==> config.mk <==
export PLATFORM = sky130hd
export DESIGN_NAME = tmr_latch_readback
export DESIGN_NICKNAME = d
export VERILOG_FILES = /design/src/rtl/tlr_pkg.sv /design/src/rtl/tlr_chan_ctl.sv /design/src/rtl/tlr_ctrl.sv /design/src/rtl/tlr_datapath.sv /design/src/rtl/tmr_latch_readback.sv
export SDC_FILE = /design/constraint.sdc
export NUM_CORES = 1
export LEC_CHECK = 0
export BUFFER_PORTS_ARGS = -buffer_cell sky130_fd_sc_hd__buf_2
export CORE_ASPECT_RATIO = 0.6
export CORE_MARGIN = 3
export CORE_UTILIZATION = 26
export CTS_BUF_LIST = sky130_fd_sc_hd__clkbuf_2 sky130_fd_sc_hd__clkbuf_4 sky130_fd_sc_hd__clkbuf_8
export DETAILED_ROUTE_END_ITERATION = 16
export PLACE_DENSITY = 0.41
export SETUP_SLACK_MARGIN = 0.5
export SLEW_MARGIN = 20
export SYNTH_ARGS = -nofsm -noshare
export SYNTH_HDL_FRONTEND = slang
export SYNTH_HIERARCHICAL = 1
export SYNTH_SLANG_ARGS = --single-unit
==> constraint.sdc <==
create_clock -name clk -period 5.64 [get_ports clk]
set_input_delay 0.282 -clock clk [delete_from_list [all_inputs] [get_ports clk]]
set_output_delay 0.282 -clock clk [all_outputs]
set_load 0.03 [all_outputs]
==> src/rtl/tlr_pkg.sv <==
package tlr_pkg;
  localparam int NUM_CTR = 3;
  localparam int CNT_W   = 16;
  localparam int STS_W   = 8;
  localparam int SEL_W   = $clog2(NUM_CTR + 1);

  typedef enum logic [2:0] {
    SRC_STS     = 3'd0,
    SRC_LAT_LO  = 3'd1,
    SRC_LAT_HI  = 3'd2,
    SRC_LIVE_LO = 3'd3,
    SRC_LIVE_HI = 3'd4,
    SRC_NONE    = 3'd5
  } rdSrc_e;

  typedef struct packed {
    logic [NUM_CTR-1:0] capCnt;
    logic [NUM_CTR-1:0] capSts;
    rdSrc_e             rdSrc;
  } tlrStrobe_t;
endpackage

==> src/rtl/tlr_chan_ctl.sv <==
module tlr_chan_ctl
  import tlr_pkg::*;
(
  input  logic   clk,
  input  logic   rstN,
  input  logic   latchCntReq,
  input  logic   latchStsReq,
  input  logic   modeWr,
  input  logic   rdHit,
  input  logic   twoByte,
  output logic   capCnt,
  output logic   capSts,
  output rdSrc_e src
);
  logic cntPend, stsPend, ptrHi;
  logic lastByte;

  always_comb begin
    capCnt   = latchCntReq && !cntPend && !modeWr;
    capSts   = latchStsReq && !stsPend && !modeWr;
    lastByte = !twoByte || ptrHi;
    if (stsPend)                src = SRC_STS;
    else if (twoByte && ptrHi)  src = cntPend ? SRC_LAT_HI : SRC_LIVE_HI;
    else                        src = cntPend ? SRC_LAT_LO : SRC_LIVE_LO;
  end

  always_ff @(posedge clk) begin
    if (!rstN || modeWr) begin
      cntPend <= 1'b0;
      stsPend <= 1'b0;
      ptrHi   <= 1'b0;
    end else begin
      if (rdHit) begin
        if (stsPend) begin
          stsPend <= 1'b0;
        end else begin
          if (lastByte) cntPend <= 1'b0;
          ptrHi <= twoByte ? !ptrHi : 1'b0;
        end
      end
      if (capCnt) cntPend <= 1'b1;
      if (capSts) stsPend <= 1'b1;
    end
  end


  cnt_hold_chk: assert property (@(posedge clk) disable iff (!rstN)
    cntPend && !modeWr && !rdHit |=> cntPend);

  sts_first_chk: assert property (@(posedge clk) disable iff (!rstN)
    stsPend && rdHit && !modeWr && !capCnt |=> !stsPend && (cntPend == $past(cntPend)));

  mode_clear_chk: assert property (@(posedge clk) disable iff (!rstN)
    modeWr |=> !cntPend && !stsPend && !ptrHi);

  one_byte_release_chk: assert property (@(posedge clk) disable iff (!rstN)
    !twoByte && rdHit && !stsPend && !modeWr && !latchCntReq |=> !cntPend && !ptrHi);
endmodule

==> src/rtl/tlr_ctrl.sv <==
module tlr_ctrl
  import tlr_pkg::*;
(
  input  logic               clk,
  input  logic               rstN,
  input  logic               ctlWr,
  input  logic [7:0]         ctlData,
  input  logic               rdEn,
  input  logic [SEL_W-1:0]   rdSel,
  input  logic [NUM_CTR-1:0] twoByte,
  output tlrStrobe_t         strobe
);
  localparam logic [1:0] RB_CODE = 2'b11;

  logic               isReadBack;
  logic [NUM_CTR-1:0] latchCntReq, latchStsReq, modeWr, rdHit, capCnt, capSts;
  rdSrc_e             srcArr [NUM_CTR];

  assign isReadBack = ctlWr && (ctlData[7:6] == RB_CODE);

  for (genvar i = 0; i < NUM_CTR; i++) begin : g_chan
    logic hitCtr;
    assign hitCtr = ctlWr && (ctlData[7:6] == 2'(i));
    assign latchCntReq[i] = (hitCtr && ctlData[5:4] == 2'b00)
                         || (isReadBack && !ctlData[5] && ctlData[i+1]);
    assign latchStsReq[i] = isReadBack && !ctlData[4] && ctlData[i+1];
    assign modeWr[i]      = hitCtr && (ctlData[5:4] != 2'b00);
    assign rdHit[i]       = rdEn && (rdSel == SEL_W'(i));

    tlr_chan_ctl u_chan (
      .clk         (clk),
      .rstN        (rstN),
      .latchCntReq (latchCntReq[i]),
      .latchStsReq (latchStsReq[i]),
      .modeWr      (modeWr[i]),
      .rdHit       (rdHit[i]),
      .twoByte     (twoByte[i]),
      .capCnt      (capCnt[i]),
      .capSts      (capSts[i]),
      .src         (srcArr[i])
    );
  end

  always_comb begin
    strobe.capCnt = capCnt;
    strobe.capSts = capSts;
    strobe.rdSrc  = SRC_NONE;
    for (int k = 0; k < NUM_CTR; k++)
      if (rdSel == SEL_W'(k)) strobe.rdSrc = srcArr[k];
  end


  no_ctr_hit_chk: assert property (@(posedge clk) disable iff (!rstN)
    rdEn && (rdSel >= SEL_W'(NUM_CTR)) |-> (rdHit == '0));

  rb_no_mode_chk: assert property (@(posedge clk) disable iff (!rstN)
    isReadBack |-> (modeWr == '0));
endmodule

==> src/rtl/tlr_datapath.sv <==
module tlr_datapath
  import tlr_pkg::*;
(
  input  logic                     clk,
  input  logic                     rstN,
  input  tlrStrobe_t               strobe,
  input  logic [SEL_W-1:0]         rdSel,
  input  logic [NUM_CTR*CNT_W-1:0] liveCount,
  input  logic [NUM_CTR*STS_W-1:0] liveStatus,
  output logic [7:0]               rdData
);
  logic [CNT_W-1:0] cntHold [NUM_CTR];
  logic [STS_W-1:0] stsHold [NUM_CTR];

  for (genvar i = 0; i < NUM_CTR; i++) begin : g_hold
    always_ff @(posedge clk) begin
      if (!rstN) begin
        cntHold[i] <= '0;
        stsHold[i] <= '0;
      end else begin
        if (strobe.capCnt[i]) cntHold[i] <= liveCount[i*CNT_W +: CNT_W];
        if (strobe.capSts[i]) stsHold[i] <= liveStatus[i*STS_W +: STS_W];
      end
    end


    cap_value_chk: assert property (@(posedge clk) disable iff (!rstN)
      strobe.capCnt[i] |=> cntHold[i] == $past(liveCount[i*CNT_W +: CNT_W]));

    hold_stable_chk: assert property (@(posedge clk) disable iff (!rstN)
      !strobe.capCnt[i] |=> $stable(cntHold[i]));
  end

  always_comb begin
    logic [CNT_W-1:0] heldC, liveC;
    logic [STS_W-1:0] heldS;
    heldC = '0;
    liveC = '0;
    heldS = '0;
    for (int k = 0; k < NUM_CTR; k++) begin
      if (rdSel == SEL_W'(k)) begin
        heldC = cntHold[k];
        heldS = stsHold[k];
        liveC = liveCount[k*CNT_W +: CNT_W];
      end
    end
    unique case (strobe.rdSrc)
      SRC_STS:     rdData = heldS;
      SRC_LAT_LO:  rdData = heldC[7:0];
      SRC_LAT_HI:  rdData = heldC[15:8];
      SRC_LIVE_LO: rdData = liveC[7:0];
      SRC_LIVE_HI: rdData = liveC[15:8];
      default:     rdData = 8'hFF;
    endcase
  end
endmodule

==> src/rtl/tmr_latch_readback.sv <==
module tmr_latch_readback
  import tlr_pkg::*;
(
  input  logic        clk,
  input  logic        rstN,
  input  logic        ctlWr,
  input  logic [7:0]  ctlData,
  input  logic        rdEn,
  input  logic [1:0]  rdSel,
  output logic [7:0]  rdData,
  input  logic [47:0] liveCount,
  input  logic [23:0] liveStatus,
  input  logic [2:0]  twoByte
);
  tlrStrobe_t strobe;

  tlr_ctrl u_ctrl (
    .clk     (clk),
    .rstN    (rstN),
    .ctlWr   (ctlWr),
    .ctlData (ctlData),
    .rdEn    (rdEn),
    .rdSel   (rdSel),
    .twoByte (twoByte),
    .strobe  (strobe)
  );

  tlr_datapath u_dp (
    .clk        (clk),
    .rstN       (rstN),
    .strobe     (strobe),
    .rdSel      (rdSel),
    .liveCount  (liveCount),
    .liveStatus (liveStatus),
    .rdData     (rdData)
  );
endmodule

# After elaboration in Yosys (flattened, before gate mapping)
# Memories as Yosys holds them, arrays and structs flattened.
# Cells that the tools add are included.
[word_totals]
memories = 2
register_bits = 9
input_bits = 89
word_cells = 186
ramBits = 72
[classes]
eq_ne = 12
n_bitwise = 9
n_mux = 71
reduce_logical = 83
[mem_list]
columns = ["memory", "depth", "width", "read_ports", "rd_clocked_by_memory_dff", "write_ports", "line_no", "text"]
rows = [
  ["u_dp.cntHold", 3, 16, 3, 0, 3, "tlr_datapath.sv:12", "logic [CNT_W-1:0] cntHold [NUM_CTR];"],
  ["u_dp.stsHold", 3, 8, 3, 0, 3, "tlr_datapath.sv:13", "logic [STS_W-1:0] stsHold [NUM_CTR];"],
]
[op_table]
columns = ["op", "count"]
rows = [
  ["$mux W16", 9],
  ["$mux W8", 6],
  ["$mux W1", 40],
  ["$pmux W8 S5", 1],
  ["$logic_and A1 B1 Y1", 36],
  ["$mux W3", 12],
  ["$reduce_bool A2 Y1", 10],
  ["$logic_not A1 Y1", 18],
  ["$logic_or A1 B1 Y1", 9],
  ["$reduce_and A3 Y1", 3],
  ["$eq A2 B2 Y1 const B", 3],
  ["$eq A3 B2 Y1 const B", 2],
  ["$logic_not A2 Y1", 3],
  ["$mux W2", 3],
  ["$ne A2 B2 Y1 const B", 3],
  ["$or A1 B1 Y1", 6],
  ["$reduce_and A2 Y1", 3],
  ["$eq A2 B1 Y1 const B", 2],
  ["$eq A3 B1 Y1 const B", 1],
  ["$eq A3 B3 Y1 const B", 1],
  ["$logic_not A3 Y1", 1],
  ["$not A1 Y1", 3],
]

# Logic depth before layout (Yosys ltp)
# Gate-level depths: netlist (run 1).
[logic_depth]
word_depth = 11
depth_mapped = 9
mapped_depth_nobuf = 9

# Cells and area by module
# Netlist (run 1), hierarchy kept.
[modules_own_cells]
columns = ["mod", "area_per_inst_um2", "seq_area_each_um2", "cells_each", "instances"]
rows = [
  ["tlr_datapath", 3957.5, 2162.1, 338, 1],
  ["tlr_chan_ctl", 207.7, 60.1, 22, 3],
  ["tlr_ctrl", 241.5, 0.0, 33, 1],
]

# Worst setup path after synthesis (run 1)
# No wires, ideal clock.
[synth_timing]
kind = "input to output"
startpoint = "in twoByte[0]"
endpoint = "out rdData[4]"
arrival_ns = 2.109
path_slack_ns = 3.249
path_buffers = 0
cell_stages = 9
cell_sequence = "and2_1 -> ha_1 -> and2b_2 -> mux2_4 -> o22a_1 -> or3b_1 -> inv_2 -> a21oi_1 -> nand4_1"
[synth_lines]
columns = ["element", "line_no", "text"]
rows = [
  ["start, declared", "tmr_latch_readback.sv:13", "input logic [2:0] twoByte"],
  ["end, declared", "tmr_latch_readback.sv:10", "output logic [7:0] rdData,"],
]

==> results.md, run 1 <==
* Family with the most delay on the worst path: simple AND/OR/NAND/NOR gates
* Seq/Total Area, Yosys at between 40% and 50%
* Root Buffer: clkbuf_8
* Hold buffer count at CTS at 0
* Starting Density at 27.3%
* Final worst slack at ~2300 ps
* Vias in the first global route at 3702
* Die boundary height at 111 um
* Largest cells by area after synthesis: edfxtp_1 45%, and3_1 9.3%, mux2i_1 9.1%, nand3b_1 5.4%, dfxtp_1 3.7%
* Fraction of layout cells with a size suffix above 1 at between 20% and 30%
* Clk_lat worst skew at 360 ps
* Max_cap viols at 0
* Flip-flop and latch area at 0.00234 mm2
* Layout Skew at approximately 15 ps
* Simple-Gate Fraction of Synth Area at 27.7%
* NumNets Final at 612
* Util after Layout at 32.4%
* Remaining DRCs at 0
* Clock slew at reported path FFs at approximately 100 ps
* Max Slew Vio Count at 0
* Congestion Overflow GR at 0
* Die extent in x at about 180 um
* CTS sink count at 81
* Synthesized instance count at 437
* Resize count post-CTS at 0
* Sequential power share at a little under 50%
* Area leader, netlist: edfxtp_1
* Finish-stage setup viols at 0
* Area Growth Syn to Fin at 18.5%
* Post-synth cell types at 47
* Psw at around 370 uW
* Worst VDD drop at 0.0994 mV
* Via density at approximately 4.9
* Antenna cells at 0
* Compound-Gate Fraction of Synth Area at a little under a tenth
* Largest family of logic cells by synthesized area: simple AND/OR/NAND/NOR gates
* Final period util at about three fifths
* Async set-reset flop share out of synthesis at 0%
* RSZ-0062 raised after global routing: false
* Multi-input gate area at 0.00229 mm2
* FMAX at 297 MHz
* Bufs on Longest Clock Path at 2
* #FFs+latches synth at between 80 and 90
* CP endpoint kind: output pin
* Final instance area at roughly 0.0057 mm2
* First-pass GRT wire length at around 22000 um
* Status: complete, no violations
* DR iter-0 viols at 345
* Core ar. at 0.0176 mm2
* Minimum setup slack after placement at 2370 ps
* Placed Area at around 0.0055 mm2
* CP max stage cell: nor3b_2
* Layout fillers at ~1.8k
* Ys flop type: edfxtp_1
* Mux cell area share after synthesis at 9.76%
* Area of the die at 0.0203 mm2
* Commonest non-fill, non-tap cell in the layout: buf_2
* DRT antenna net count at 0
* Post-synth net total at roughly 530
* Commonest non-fill, non-tap cells in the layout: 94 x buf_2, 72 x and3_1, 72 x edfxtp_1
* Sw frac at a little over a quarter
* Yosys top cell area share at 44.8%
* HP Class: primary input to register
* Setup Buffers After CTS at 0
* Crit-path max cell delay at 630 ps
* Via count at about 3.7k
* CP bufs+invs at 1
* WL per Instance at 19.5 um
* Number of flops mapped to enable cells by yosys at 72
* Final Hold Viols at 0
* Crit-path max FO at 8
* Setup Crit Path Kind: register to output pin
* Worst setup SP type: register
* Avg Cell Area, Syn at between 10 and 15 um2
* Slew @ Worst Pin at 1040 ps
* Setup TNS at 0 ps
* IO Port Bufs at 95
* Power share of the clock group at 36.8%
* CTS H-tree depth at 3
* Internal cell power at approximately 1100 uW
* Post-Syn Area at 0.00482 mm2
* Warnings from Yosys at 6
* Total track usage at between 10 and 15%
* Final Critical Period at 3370 ps
* Pre-Repair DR Iteration Count at 4
* Headroom to the max-slew limit at 30.8%
* Pwr per Cell Area at approximately 250 mW/mm2
* Xor-xnor portion of the synthesized cell area at 0%
* Largest net degree at the start of global routing at 81
* CTS Buf Count at 9
* Post-synthesis adder-cell area fraction at 0.778%
* P_leak at approximately 0.0025 uW
* Crit path cell chain: and2_1 -> ha_1 -> and2b_2 -> mux2i_1 -> o22ai_1 -> nor3b_2 -> a22oi_1 -> nand4_1 -> buf_2
* Initial antenna violation count at 0
* Logic pwr share at 14.9%
* GPL Wtd Cong at 0.791
* IO Pins at 97
* Critical Path RT at about 5400 ps
* Detail Placement HPWL at 10600 um
* CP arrival at approximately 3000 ps
* CTS tree: built
* Routed wire length at ~15000 um
* FP Rows at 37
[stage by stage]
stage               total power [uW]  cells  hold slack (ps)
floorplan                        823    437              395
global placement                 910    743              487
detailed placement               913    743              494
CTS                             1440    758              213
global route                    1490    758              229
finish                          1420    758              233
[cell families after synthesis]
group / after synthesis
flip-flops: 81
multiplexers: 46
adder cells (fa/ha/maj): 3
buffers and inverters: 36
AO/OA/AOI/OAI: 70
AND/OR/NAND/NOR: 201
[Yosys cell counts, drive strengths merged, types with 2 or more instances]
cell	n
nand2b	11
buf	11
nor3	2
nand2	21
o21ai	35
nor3b	9
or2	2
o22a	2
inv	6
nand4	7
nor2b	7
o2bb2ai	8
nand3	2
and3b	2
a211oi	5
and2	6
edfxtp	72
a21oi	9
nand3b	35
mux2i	44
and3	72
nor4b	2
and2b	9
a22oi	9
clkbuf	19
mux2	2
dfxtp	9
ha	3
nor2	11
[per-layer routing]
| metal | part of all wire (%) | routed length, um | track usage (%) |
|---|---|---|---|
| met5 | 0 | 0 | 0 |
| met4 | 0.43 | 63 | 2.43 |
| met3 | 5.2 | 767 | 3.04 |
| met2 | 43 | 6370 | 21.1 |
| met1 | 51 | 7560 | 21.7 |
[worst register-to-register path, cell delays in order (launching register included)]
cell and delay, ps:
dfxtp_1 340, nor3b_2 170, buf_4 270, nand2b_1 780
[area by class of cell]
class / instances / share of cell area, %
Multi-Input combinational cell: 320 / 40.0
Clock buffer: 9 / 2.17
Tap cell: 234 / 5.12
Inverter: 6 / 0.394
Timing Repair Buffer: 102 / 9.28
Clock inverter: 6 / 2.01
Sequential cell: 81 / 41.0
[registers in the layout (all words and copies together), names as in the netlist]
signal                        count
u_ctrl/g_chan.u_chan/cntPend      3
u_ctrl/g_chan.u_chan/ptrHi        3
u_ctrl/g_chan.u_chan/stsPend      3
u_dp/cntHold                     48
u_dp/stsHold                     24
[power groups by stage]
stage | Combinational (uW) | Sequential [uW] | Clock, uW
floorplan | 127 | 696 | 0
global placement | 212 | 699 | 0
detailed placement | 213 | 700 | 0
CTS | 214 | 686 | 539
global route | 232 | 688 | 566
finish | 211 | 686 | 523
[worst paths after layout]
check	from	end	slack, ps	cells after the start
min reg2reg	u_ctrl/g_chan[0].u_chan/ptrHi$_SDFFE_PP0P_	u_ctrl/g_chan[0].u_chan/ptrHi$_SDFFE_PP0P_	510	2
min	liveCount[33]	u_dp/cntHold[2][1]$_SDFFCE_PN0P_	230	2
max	u_ctrl/g_chan[1].u_chan/ptrHi$_SDFFE_PP0P_	rdData[6]	2270	9
max reg2reg	u_ctrl/g_chan[0].u_chan/cntPend$_SDFFE_PP0P_	u_dp/cntHold[0][6]$_SDFFCE_PN0P_	3690	3
No activity file was read; power rests on OpenSTA's default activity.
==> run 2, diff against run 1 <==
- clock period: 5.64 -> 3.2 ns (I/O delays scaled with it)
==> run 2 against run 1 <==
Count of clock-buffer cells in the layout did not move. Design area rose by 4.1%. Via count rose by 0.62%. Die area did not move. Sequential share of layout area fell by 1.5 points. Flip-flop and latch count did not move. Hold slack got worse by 110 ps. First-iteration DRC count fell by 36%. Clock power rose by 33%. Critical path type unchanged. Critical endpoint unchanged. Highest routed layer unchanged.
==> results.md, run 2 (same netlist as run 1, synthesis figures left out) <==
* Headroom to the max-slew limit at 33.1% (+2.3 points)
* Family with the most delay on the worst path: simple AND/OR/NAND/NOR gates
* Root Buffer: clkbuf_8
* Crit-path max cell delay at 430 ps (-200 ps)
* Max Slew Vio Count at 0 (unchanged)
* Status: complete, no violations
* Routed wire length at 14400 um (-2.5%)
* Area of the die at 0.0203 mm2 (unchanged)
* Die boundary height at 111 um (unchanged)
* Setup Crit Path Kind: register to output pin
* Crit path cell chain: and2_4 -> ha_4 -> and2b_2 -> mux2_4 -> o22a_4 -> or3b_4 -> inv_8 -> a21oi_2 -> nand4_1 -> buf_6
* Via count at 3719 (+0.62%)
* WL per Instance at 18.7 um (-4.1%)
* DR iter-0 viols at 220 (-36%)
* P_leak at 0.00255 uW (+3.1%)
* Slew @ Worst Pin at 1000 ps (-34.0 ps)
* Final period util at 85.1%
* Critical path depth in cells at 10 (+1)
* Commonest non-fill, non-tap cells in the layout: 86 x buf_2, 72 x and3_1, 72 x edfxtp_1
* GPL Wtd Cong at 0.822 (+3.9%)
* Layout Skew at 15.8 ps (+0.603 ps)
* R2r endpoint: u_dp/stsHold[2][3]$_SDFFCE_PN0P_
* IO Pins at 97 (unchanged)
* Clock slew at reported path FFs at 90 ps (about the same)
* Detail Placement HPWL at 10600 um (+0.68%)
* Critical Path RT at 3040 ps (-2320 ps)
* CTS H-tree depth at 3 (unchanged)
* HP Class: primary input to register
* R2R setup slack at 1320 ps (-2370 ps)
* Starting Density at 27.3% (unchanged)
* Total track usage at 13.8% (-0.53 points)
* First-pass GRT wire length at 21400 um (-2.8%)
* Clk_lat worst skew at 350 ps (about the same)
* CP max stage cell: or3b_4
* CTS Buf Count at 9 (unchanged)
* Crit-path max FO at 8 (unchanged)
* Register with the most flip-flops: u_dp/cntHold
* Commonest non-fill, non-tap cell in the layout: buf_2
* NumNets Final at 624 (+2.0%)
* DRT antenna net count at 0 (unchanged)
* Crit path capture: rdData[6]
* CTS tree: built
* Die extent in x at 182 um (unchanged)
* Core ar. at 0.0176 mm2 (unchanged)
* CP endpoint kind: output pin
* Final Hold Viols at 0 (unchanged)
* Antenna cells at 0 (unchanged)
* Finish-stage setup viols at 0 (unchanged)
* Fraction of layout cells with a size suffix above 1 at 33.7% (+5.5 points)
* CP bufs+invs at 2 (+1)
* FP Rows at 37 (unchanged)
* Setup TNS at 0 ps (unchanged)
* Worst setup path start: u_ctrl/g_chan[0].u_chan/ptrHi$_SDFFE_PP0P_
* Largest registers: u_dp/cntHold: 48 flops, u_dp/stsHold: 24 flops
* Largest net degree at the start of global routing at 87 (+7.4%)
* CP arrival at 2560 ps (-530 ps)
* Worst VDD drop at 0.167 mV (+68%)
* Max_cap viols at 0 (unchanged)
* Worst setup SP type: register
* CTS sink count at 81 (unchanged)
* Initial antenna violation count at 0 (unchanged)
* Critical R2R Launch: u_ctrl/g_chan[2].u_chan/stsPend$_SDFFE_PP0P_
* Max FFs per register at 48 (unchanged)
* IO Port Bufs at 95 (unchanged)
* Pwr per Cell Area at 389 mW/mm2 (+57%)
* Worst Hold Depth at 2 (unchanged)
* Bufs on Longest Clock Path at 2 (unchanged)
* WHS at 121 ps (-112 ps)
* Reg2Reg Depth at 2 (-1)
* Remaining DRCs at 0 (unchanged)
* Final Critical Period at 2720 ps
* Pre-Repair DR Iteration Count at 4 (unchanged)
* Area Growth Syn to Fin at 23.4%
* Congestion Overflow GR at 0 (unchanged)
* Vias in the first global route at 3717 (+0.41%)
* RSZ-0062 raised after global routing: true
* Via density at 4.82 (-1.1%)
* FMAX at 367 MHz
## run 2: changes by cell type in the layout (fill, tap and decap cells not counted), moves of 4 or more
cell / change
buf_6: +8
dfxtp_1: -4
buf_4: +9
dfxtp_2: +4
buf_2: -8
## run 2: timing repair
| action | 4_1_cts | 5_1_grt |
|---|---|---|
| setup buffers | 5 | 3 |
| resized for setup | 27 | 22 |
| setup endpoints to repair | 8 | 8 |
| pin swaps | 10 | 7 |
| hold buffers | 0 | 0 |
## run 2: final cells by class
class | instances | area (um2)
multi-input combinational | 320 | 2390
fill | 1824 | 11700
tap | 234 | 293
timing repair buffer | 114 | 708
clock buffer | 9 | 124
sequential | 81 | 2350
inverter | 6 | 30.0
clock inverter | 7 | 53.8
## run 2: worst min-delay path by stage
stage	startpoint	end	slack [ps]
floorplan	rstN	u_ctrl/g_chan[0].u_chan/cntPend$_SDFFE_PP0P_	270
CTS	liveCount[47]	u_dp/cntHold[2][15]$_SDFFCE_PN0P_	100
finish	liveStatus[17]	u_dp/stsHold[2][1]$_SDFFCE_PN0P_	120
global placement	liveCount[20]	u_dp/cntHold[1][4]$_SDFFCE_PN0P_	480
detailed placement	liveStatus[6]	u_dp/stsHold[0][6]$_SDFFCE_PN0P_	480
global route	liveStatus[17]	u_dp/stsHold[2][1]$_SDFFCE_PN0P_	110
## run 2: through the flow
stage	util (%)	std cells	setup slack, ps	cell area (um2)	power (uW)
after floorplan	-	437	932	4820	1450
after global placement	31.3	747	619	5520	1600
after detailed placement	31.3	747	575	5520	1610
after CTS	33.2	768	492	5860	2340
after global routing	33.7	771	406	5950	2430
final	33.7	771	477	5950	2320
## run 2: power breakdown
group | switching, uW | total, uW | internal, uW
clock network | 408 | 695 | 287
logic | 243 | 414 | 171
registers | 13.7 | 1210 | 1190
## run 2: worst register-to-register path: stages, from the launching register on
cell      delay (ps)
dfxtp_1          380
nor3b_1          730
nand2b_1         440
## run 2: metal layers
metal  routed length, um  global-route usage, %  part of all wire (%)
met1                7030                   19.6                    49
met2                6310                   21.2                    44
met3                 947                   3.79                   6.6
met4                 101                   2.38                  0.70
met5                   0                      0                     0
